### src/rtl/irq_agg_pkg.sv
package irq_agg_pkg;

  localparam int OFS_EOI       = 'h050;
  localparam int OFS_MSI_TGT   = 'h054;
  localparam int OFS_MSI_BASE  = 'h104;
  localparam int OFS_INTX_BASE = 'h184;
  localparam int OFS_ERR_BASE  = 'h1C4;
  localparam int OFS_STRIDE    = 'h10;
  localparam int OFS_SET       = 4;
  localparam int OFS_CLR       = 8;

  typedef enum logic [1:0] {
    ACC_NONE,
    ACC_STAT,
    ACC_SET,
    ACC_CLR
  } acc_e;

  // bank order: INTx 0..n-1, MSI groups, error bank last
  function automatic int bank_base(int b, int n_intx, int n_grp);
    if (b < n_intx) return OFS_INTX_BASE + OFS_STRIDE * b;
    else if (b < n_intx + n_grp) return OFS_MSI_BASE + OFS_STRIDE * (b - n_intx);
    else return OFS_ERR_BASE;
  endfunction

endpackage

### src/rtl/irq_reg_decode.sv
module irq_reg_decode
  import irq_agg_pkg::*;
#(
  parameter int AW         = 12,
  parameter int INTX_NUM   = 4,
  parameter int MSI_GROUPS = 8,
  localparam int NB        = INTX_NUM + MSI_GROUPS + 1
) (
  input  logic [AW-1:0] addr_i,
  output logic [NB-1:0] hit_o,
  output acc_e          acc_o
);

  logic [NB-1:0] h_st, h_set, h_clr;

  for (genvar b = 0; b < NB; b++) begin : g_dec
    localparam int BASE = bank_base(b, INTX_NUM, MSI_GROUPS);
    assign h_st[b]  = (addr_i == AW'(BASE));
    assign h_set[b] = (addr_i == AW'(BASE + OFS_SET));
    assign h_clr[b] = (addr_i == AW'(BASE + OFS_CLR));
  end

  always_comb begin
    hit_o = h_st | h_set | h_clr;
    if (|h_st)       acc_o = ACC_STAT;
    else if (|h_set) acc_o = ACC_SET;
    else if (|h_clr) acc_o = ACC_CLR;
    else             acc_o = ACC_NONE;
  end

endmodule

### src/rtl/irq_msi_demux.sv
module irq_msi_demux #(
  parameter int MSI_GROUPS = 8,
  parameter int MSI_BITS   = 4,
  localparam int VW        = $clog2(MSI_GROUPS * MSI_BITS),
  localparam int GW        = $clog2(MSI_GROUPS)
) (
  input  logic                                a_vld_i,
  input  logic [VW-1:0]                       a_vec_i,
  input  logic                                b_vld_i,
  input  logic [VW-1:0]                       b_vec_i,
  output logic [MSI_GROUPS-1:0][MSI_BITS-1:0] evt_o
);

  // low bits pick the group, high bits pick the bit inside it
  always_comb begin
    evt_o = '0;
    if (a_vld_i) evt_o[a_vec_i[GW-1:0]][a_vec_i[VW-1:GW]] = 1'b1;
    if (b_vld_i) evt_o[b_vec_i[GW-1:0]][b_vec_i[VW-1:GW]] = 1'b1;
  end

endmodule

### src/rtl/irq_src_bank.sv
module irq_src_bank #(
  parameter int W = 4
) (
  input  logic         clk_i,
  input  logic         rst_ni,
  input  logic [W-1:0] evt_i,
  input  logic         w1c_i,
  input  logic         set_i,
  input  logic         clr_i,
  input  logic [W-1:0] wdata_i,
  input  logic         eoi_i,
  output logic [W-1:0] status_o,
  output logic [W-1:0] enable_o,
  output logic         irq_o
);

  logic [W-1:0] st_q, en_q, st_d, en_d;
  logic         irq_q;

  always_comb begin
    // event applied after the clear so it wins
    st_d = (st_q & ~(w1c_i ? wdata_i : '0)) | evt_i;
    en_d = en_q;
    if (set_i)      en_d = en_q | wdata_i;
    else if (clr_i) en_d = en_q & ~wdata_i;
  end

  always_ff @(posedge clk_i or negedge rst_ni) begin
    if (!rst_ni) begin
      st_q  <= '0;
      en_q  <= '0;
      irq_q <= 1'b0;
    end else begin
      st_q  <= st_d;
      en_q  <= en_d;
      irq_q <= !eoi_i && |(st_q & en_q);
    end
  end

  assign status_o = st_q;
  assign enable_o = en_q;
  assign irq_o    = irq_q;

endmodule

### src/rtl/irq_aggregator.sv
module irq_aggregator
  import irq_agg_pkg::*;
#(
  parameter int AW         = 12,
  parameter int DW         = 32,
  parameter int MSI_GROUPS = 8,
  parameter int MSI_BITS   = 4,
  parameter int INTX_NUM   = 4,
  parameter int ERR_NUM    = 6,
  localparam int VW        = $clog2(MSI_GROUPS * MSI_BITS)
) (
  input  logic                  clk_i,
  input  logic                  rst_ni,
  input  logic                  wr_en_i,
  input  logic [AW-1:0]         wr_addr_i,
  input  logic [DW-1:0]         wr_data_i,
  input  logic [AW-1:0]         rd_addr_i,
  output logic [DW-1:0]         rd_data_o,
  input  logic                  msi_wr_i,
  input  logic [VW-1:0]         msi_vec_i,
  input  logic [INTX_NUM-1:0]   intx_i,
  input  logic [ERR_NUM-1:0]    err_i,
  output logic [MSI_GROUPS-1:0] msi_irq_o,
  output logic [INTX_NUM-1:0]   intx_irq_o,
  output logic                  err_irq_o
);

  localparam int NB   = INTX_NUM + MSI_GROUPS + 1;
  localparam int MAXW = (MSI_BITS > ERR_NUM) ? MSI_BITS : ERR_NUM;

  logic [NB-1:0]            whit, rhit, eoi_vec, line_all;
  acc_e                     wacc, racc;
  logic [NB-1:0][MAXW-1:0]  st_all, en_all;
  logic [MSI_GROUPS-1:0][MSI_BITS-1:0] msi_evt;
  logic                     eoi_wr, tgt_wr;

  irq_reg_decode #(.AW(AW), .INTX_NUM(INTX_NUM), .MSI_GROUPS(MSI_GROUPS)) u_wdec (
    .addr_i(wr_addr_i), .hit_o(whit), .acc_o(wacc)
  );

  irq_reg_decode #(.AW(AW), .INTX_NUM(INTX_NUM), .MSI_GROUPS(MSI_GROUPS)) u_rdec (
    .addr_i(rd_addr_i), .hit_o(rhit), .acc_o(racc)
  );

  assign eoi_wr = wr_en_i && (wr_addr_i == AW'(OFS_EOI));
  assign tgt_wr = wr_en_i && (wr_addr_i == AW'(OFS_MSI_TGT));

  irq_msi_demux #(.MSI_GROUPS(MSI_GROUPS), .MSI_BITS(MSI_BITS)) u_demux (
    .a_vld_i(msi_wr_i),
    .a_vec_i(msi_vec_i),
    .b_vld_i(tgt_wr),
    .b_vec_i(wr_data_i[VW-1:0]),
    .evt_o  (msi_evt)
  );

  for (genvar b = 0; b < NB; b++) begin : g_bank
    localparam int W = (b < INTX_NUM) ? 1 :
                       (b < INTX_NUM + MSI_GROUPS) ? MSI_BITS : ERR_NUM;
    logic [W-1:0] evt, st, en;

    if (b < INTX_NUM) begin : g_intx
      assign evt = intx_i[b];
    end else if (b < INTX_NUM + MSI_GROUPS) begin : g_msi
      assign evt = msi_evt[b-INTX_NUM];
    end else begin : g_err
      assign evt = err_i;
    end

    // error bank has no EOI index
    assign eoi_vec[b] = (b != NB - 1) && eoi_wr && (wr_data_i == DW'(b));

    irq_src_bank #(.W(W)) u_bank (
      .clk_i   (clk_i),
      .rst_ni  (rst_ni),
      .evt_i   (evt),
      .w1c_i   (wr_en_i && whit[b] && (wacc == ACC_STAT)),
      .set_i   (wr_en_i && whit[b] && (wacc == ACC_SET)),
      .clr_i   (wr_en_i && whit[b] && (wacc == ACC_CLR)),
      .wdata_i (wr_data_i[W-1:0]),
      .eoi_i   (eoi_vec[b]),
      .status_o(st),
      .enable_o(en),
      .irq_o   (line_all[b])
    );

    assign st_all[b] = MAXW'(st);
    assign en_all[b] = MAXW'(en);
  end

  always_comb begin
    rd_data_o = '0;
    for (int b = 0; b < NB; b++) begin
      if (rhit[b]) begin
        case (racc)
          ACC_STAT:         rd_data_o = DW'(st_all[b]);
          ACC_SET, ACC_CLR: rd_data_o = DW'(en_all[b]);
          default:          ;
        endcase
      end
    end
  end

  assign intx_irq_o = line_all[INTX_NUM-1:0];
  assign msi_irq_o  = line_all[INTX_NUM+MSI_GROUPS-1:INTX_NUM];
  assign err_irq_o  = line_all[NB-1];

endmodule

### config.mk
export PLATFORM = sky130hd
export DESIGN_NAME = irq_aggregator
export DESIGN_NICKNAME = d
export VERILOG_FILES = /design/src/rtl/irq_agg_pkg.sv /design/src/rtl/irq_reg_decode.sv /design/src/rtl/irq_msi_demux.sv /design/src/rtl/irq_src_bank.sv /design/src/rtl/irq_aggregator.sv
export SDC_FILE = /design/constraint.sdc
export NUM_CORES = 1
export LEC_CHECK = 0
export BUFFER_PORTS_ARGS = -buffer_cell sky130_fd_sc_hd__buf_2
export CAP_MARGIN = 10
export CORE_ASPECT_RATIO = 0.8
export CORE_MARGIN = 1
export CORE_UTILIZATION = 41
export DETAILED_ROUTE_END_ITERATION = 8
export GPL_TIMING_DRIVEN = 0
export PLACE_DENSITY_LB_ADDON = 0.3
export SLEW_MARGIN = 40
export SYNTH_ARGS = -nofsm -noshare
export SYNTH_HDL_FRONTEND = slang
export SYNTH_HIERARCHICAL = 1
export SYNTH_SLANG_ARGS = --single-unit
### constraint.sdc
create_clock -name clk_i -period 4.1 [get_ports clk_i]
set_input_delay 0.82 -clock clk_i [delete_from_list [all_inputs] [get_ports clk_i]]
set_output_delay 0.82 -clock clk_i [all_outputs]
set_load 0.03 [all_outputs]
# --- Yosys cells after proc, flatten, opt, wreduce, memory -nomap -nowiden ---
# Cells that the tools add are included.
totals:
  regBits: 97
  out_inout_bits: 45
  elab_cells: 435
op_classes:
  n_lt_le_gt_ge: 8
  eq_ne: 97
  n_mux: 81
  n_bitwise: 86
  reduce_logical: 124
ops:
  columns: ["op", "count"]
  rows:
  - ["$eq 12x9->1 const B", 78]
  - ["$pmux 32 s2", 12]
  - ["$mux 32", 15]
  - ["$eq 32x3->1 const B", 4]
  - ["$eq 32x4->1 const B", 4]
  - ["$mux 4", 26]
  - ["$and 4x4->4", 24]
  - ["$logic_and 1x1->1", 82]
  - ["$reduce_or 13->1", 6]
  - ["$eq 32x2->1 const B", 2]
  - ["$or 4x4->4", 16]
  - ["$or 13x13->13", 4]
  - ["$not 4->4", 9]
  - ["$eq 32x1->1 const B", 1]
  - ["$logic_not 32->1", 1]
  - ["$or 32x32->32", 1]
  - ["$reduce_or 4->1", 8]
  - ["$reduce_bool 2->1", 13]
  - ["$demux 4 s3", 2]
  - ["$eq 12x7->1 const B", 2]
  - ["$and 6x6->6", 3]
  - ["$mux 6", 3]
  - ["$mux 1", 14]
  - ["$and 1x1->1", 12]
  - ["other kinds (16)", 54]

# --- Logic depth before layout (Yosys ltp) ---
depth:
  ltp_word: 33
  ltp_mapped: 12
  ltp_nobuf: 7

# --- Modules after synthesis ---
# Netlist, hierarchy kept.
by_module_without_submodules:
  columns: ["module", "n_inst", "cells_per_inst", "area_per_inst_um2"]
  rows:
  - ["irq_src_bank at g_bank[10].u_bank ...", 8, 28, 340.3]
  - ["irq_aggregator", 1, 271, 1545.2]
  - ["irq_reg_decode", 2, 41, 389.1]
  - ["irq_src_bank at g_bank[12].u_bank", 1, 41, 496.7]
  - ["irq_src_bank at g_bank[0].u_bank ...", 4, 9, 106.4]
  - ["irq_msi_demux", 1, 58, 386.6]

# --- Worst setup path before layout ---
# OpenSTA, ideal clock, no wires.
synth_timing:
  path_type: "input -> output"
  from: "input rd_addr_i[9]"
  to: "output rd_data_o[2]"
  arrival_time_ns: 3.509
  required_time_ns: 3.280
  path_slack_ns: -0.229
  cell_stages: 9
  path_buffers: 3
  cell_sequence: "or4b_4 buf_6 nor4b_1 buf_2 buf_1 a22oi_1 o22ai_1 a21oi_1 o21ai_0"
synth_via:
  elab_chain_len: 31
synth_rtl:
  columns: ["item", "line_no", "text"]
  rows:
  - ["start, declared", "irq_aggregator.sv:17", "input logic [AW-1:0] rd_addr_i,"]
  - ["$eq 12x9->1", "irq_reg_decode.sv:20", "assign h_clr[b] = (addr_i == AW'(BASE + OFS_CLR));"]
  - ["$reduce_or 13->1", "irq_reg_decode.sv:27", "else if (|h_clr) acc_o = ACC_CLR;"]
  - ["$mux 2", "irq_reg_decode.sv:27", null]
  - ["$mux 2", "irq_reg_decode.sv:26", "else if (|h_set) acc_o = ACC_SET;"]
  - ["$mux 2 *", "irq_reg_decode.sv:25", "if (|h_st) acc_o = ACC_STAT;"]
  - ["named net racc[1]", "irq_aggregator.sv:32", "acc_e wacc, racc;"]
  - ["$eq 2x2->1", "irq_aggregator.sv:94", "case (racc)"]
  - ["$reduce_or 2->1", "irq_aggregator.sv:94", null]
  - ["[... 16 more ...]", null, null]
  - ["$pmux 32 s2", "irq_aggregator.sv:94", null]
  - ["$mux 32", "irq_aggregator.sv:93", "if (rhit[b]) begin"]
  - ["$pmux 32 s2", "irq_aggregator.sv:94", null]
  - ["$mux 32", "irq_aggregator.sv:93", null]
  - ["$pmux 32 s2", "irq_aggregator.sv:94", null]
  - ["$mux 32", "irq_aggregator.sv:93", null]
  - ["$pmux 32 s2", "irq_aggregator.sv:94", null]
  - ["$mux 32 *", "irq_aggregator.sv:93", null]
  - ["end, declared", "irq_aggregator.sv:18", "output logic [DW-1:0] rd_data_o,"]
# The timed path passes the listed nets; every way through them passes the cells marked *.

# --- Final worst setup path ---
layout_timing:
  from: "input rd_addr_i[9]"
  to: "output rd_data_o[0]"
layout_rtl:
  columns: ["item", "line_no", "text"]
  rows:
  - ["$eq 12x9->1, on equally long branches", "irq_reg_decode.sv:18, irq_reg_decode.sv:19", null]
  - ["$or 13x13->13", "irq_reg_decode.sv:24", "hit_o = h_st | h_set | h_clr;"]
  - ["$or 13x13->13 *", "irq_reg_decode.sv:24", null]
  - ["named net rhit[3]", "irq_aggregator.sv:31", "logic [NB-1:0] whit, rhit, eoi_vec, line_all;"]
  - ["$mux 32 *", "irq_aggregator.sv:93", null]
  - ["$pmux 32 s2", "irq_aggregator.sv:94", null]
  - ["$mux 32 *", "irq_aggregator.sv:93", null]
  - ["$pmux 32 s2", "irq_aggregator.sv:94", null]
  - ["[... 7 more ...]", null, null]
  - ["$pmux 32 s2", "irq_aggregator.sv:94", null]
  - ["$mux 32 *", "irq_aggregator.sv:93", null]
  - ["$pmux 32 s2", "irq_aggregator.sv:94", null]
  - ["$mux 32 *", "irq_aggregator.sv:93", null]
  - ["$pmux 32 s2", "irq_aggregator.sv:94", null]
  - ["$mux 32 *", "irq_aggregator.sv:93", null]
  - ["$pmux 32 s2", "irq_aggregator.sv:94", null]
  - ["$mux 32 *", "irq_aggregator.sv:93", null]
# Marks and branches as above.

==> results.cfg <==
[job]
cap_violations = 0

[critical_path]
crit_arrival_ns = 3.35
r2r_cells = 2
max_stage_delay_ns = 0.62
crit_top_cell = buf_6
cp_slowest_cell = or4b_4
critPathKind = in2out
path_cells = buf_6 > or4b_4 > nor4_1 > nand2b_1 > a21oi_1 > o22a_1 > a211o_1 > a311o_1 > buf_6
r2r_slack_ns = 3.18
cp.required_ns = 3.28
end_kind = output port
worstPathMaxFanout = 6
reg2reg_to = g_bank[6].u_bank/irq_o$_DFF_PN0_
start_kind = primary input

[detailed_routing]
route.detailed.vias_per_inst = 5.981
routedWlPerCell_um = 19.55
wl_met1_um = 9523
maxUsedRoutingLayer = met4
drt_pass1_iterations = 5
vias = 6388
drt-initial-drc-count = 591
drc_errors = 0
wl_met3_um = 1909
wirelength_um = 20880
antenna_left = 0
wl_met2_um = 8820

[sta]
clock.fmax_mhz = 239.6
hold_ws_ns = 0.3006
max_slew_margin = 0.4636
slew_viol_final = 0
clock_skew_ns = 0.003433
period_needed_ns = 4.174
finalHoldViolCount = 0
rsz0062_at_grt = yes
fin_setup_tns_ns = -0.1202
min_period_over_period = 1.018
worst_pin_slew_ns = 0.8046
finalSetupViolCount = 3
setup_ws_ns = -0.07407

[place]
port_buffers = 93
place.gp.congestion = 0.9125
place_inst = 1042
dpl.hpwl_um = 14420

[cells_and_area]
fin_util = 0.5269
antennaDiodeCount = 0
area_growth_pct = 24.91
drive_gt1_frac = 0.2692
nNetsFinal = 928
stdcell_count = 1068
layout_commonest_cell = nand2_1
final_cell_mix = nand2_1 (118), dfrtp_1 (97), buf_2 (86)

[clock_tree]
h-tree-depth = 3
ctsRootBufferMaster = clkbuf_16
hold_buffers = 0
clkLatencyLatePin_ns = 0.35
clock_path_buffers = 2
cts_tree = done
cts_num_sinks = 97
cts_buffers = 9
cts.clk_slew.worst_paths_ns = 0.06

[floorplanning]
fp.dieW_um = 141.2
core_um2 = 15060
initial_core_util = 0.4218
rows = 40
top_level_ports = 120
dieHeight_um = 113.4
fp.dieArea_um2 = 16000

[global_routing]
overflow = 0
grt_use_total = 0.2642
grt_max_degree = 74
grt_pass1_wl_um = 32160
antenna_found_initial = 0
grt_pass1_vias = 5789

[synthesis]
yosys.cell_types.count = 52
syn-cell-area_um2 = 6355
ys_warn_count = 6
synth_area_leaders = dfrtp_1 (38%), a22o_1 (8.0%), nand2_1 (7.0%)
synth_top_area_cell = dfrtp_1
synth-edff-count = 0
synth_ff_type = dfrtp_1
synthArstFlopShare = 1.000
synth_top_area_frac = 0.3820
ys_seq_area_frac = 0.3820
syn_inst = 712
avgSynthCellArea_um2 = 8.925
ys_seq_elements = 97

[outcome]
violations = setup timing
outcome = finished with violations

[power]
total_power_mw = 2.294
ir_worst_vdd_uv = 178.0
power_density_nw_per_um2 = 289.0
leakagePower_nw = 3.148

[worst_hold_path]
hold_path_class = in2async
## kinds of logic after synthesis
family          after synthesis  share of synthesized area
other cells                   1                  0.0005901
flops                        97                     0.3820
buf+inv                      72                    0.06832
compound gates              237                     0.2737
simple gates                304                     0.2737
mux                           1                   0.001772
## final cells by class
cell class / count / area, um^2
flip-flops and latches: 97 / 2427
repair buffers: 108 / 689.4
plain buffers: 59 / 430.4
well taps: 210 / 262.8
clock inverters: 5 / 61.31
clock buffers: 11 / 252.7
fillers: 1353 / 7127
inverters: 9 / 33.78
multi-input cells: 569 / 3780
## timing repair
item,in CTS,in global routing
setup endpoints to repair,6,4
buffers inserted,7,6
hold endpoints to repair,0,0
pin swaps,16,22
resized for setup,48,29
cloned,1,1
## cell usage after synthesis, types with 2 or more instances
| cell | number |
|---|---|
| a21o_1 | 43 |
| a21oi_1 | 22 |
| a221o_1 | 2 |
| a22o_1 | 58 |
| a22oi_1 | 45 |
| buf_1 | 5 |
| buf_2 | 9 |
| buf_4 | 26 |
| buf_6 | 2 |
| buf_8 | 2 |
| clkbuf_1 | 17 |
| dfrtp_1 | 97 |
| dlymetal6s2s_1 | 2 |
| inv_1 | 9 |
| nand2_1 | 119 |
| nand2b_1 | 6 |
| nand3_1 | 8 |
| nand3b_1 | 10 |
| nand4_1 | 2 |
| nand4b_1 | 4 |
| nor2_1 | 65 |
| nor3_1 | 2 |
| nor3_2 | 2 |
| nor3b_1 | 3 |
| nor4_1 | 16 |
| nor4_2 | 20 |
| nor4b_1 | 4 |
| o2111ai_1 | 2 |
| o211a_1 | 2 |
| o21ai_0 | 10 |
| o221ai_1 | 2 |
| o22a_1 | 3 |
| o22ai_1 | 44 |
| or2_1 | 2 |
| or3_1 | 2 |
| or3b_1 | 8 |
| or4_1 | 2 |
| or4_4 | 2 |
| or4b_2 | 8 |
| or4b_4 | 2 |
| or4bb_1 | 12 |
## per-layer routing
| metal | up-vias | global-route usage |
|---|---|---|
| met5 | - | 0 |
| met4 | 0 | 0.09203 |
| met1 | 3089 | 0.3831 |
| met3 | 40 | 0.07110 |
| li1 | 2936 | - |
| met2 | 323 | 0.3756 |
## through the flow
| stage | setup WS (ns) | cell area (um^2) |
|---|---|---|
| after floorplan | -0.0006370 | 6459 |
| after detailed placement | -0.7432 | 7227 |
| after global routing | -0.1238 | 7938 |
| final | -0.07407 | 7938 |
| after CTS | -0.05785 | 7812 |
| after global placement | -0.8040 | 7187 |
## power breakdown
group / total [mW] / leakage [nW] / internal (mW) / switching [mW]
logic: 0.303 / 1.77 / 0.127 / 0.176
registers: 1.11 / 1.22 / 1.03 / 0.0819
clock network: 0.882 / 0.156 / 0.509 / 0.372
total: 2.29 / 3.15 / 1.66 / 0.630
## worst max path at each step
| stage | from | to | slack (ns) | depth (start not counted) |
|---|---|---|---|---|
| 2_1_floorplan | rd_addr_i[9] | rd_data_o[2] | -0.0006 | 9 |
| 3_3_place_gp | rd_addr_i[1] | rd_data_o[1] | -0.80 | 14 |
| 3_5_place_dp | rd_addr_i[1] | rd_data_o[1] | -0.74 | 14 |
| 4_1_cts | rd_addr_i[10] | rd_data_o[0] | -0.06 | 12 |
| 5_1_grt | rd_addr_i[11] | rd_data_o[0] | -0.12 | 10 |
| 6_report | rd_addr_i[9] | rd_data_o[0] | -0.07 | 9 |
## critical path: cells and delay by family
family / cells / cell delay (ns)
AND/OR/NAND/NOR: 3 / 1.41
buffers and inverters: 2 / 0.25
AO/OA/AOI/OAI: 4 / 0.88
Note: power is estimated with default switching activity, not from simulation.
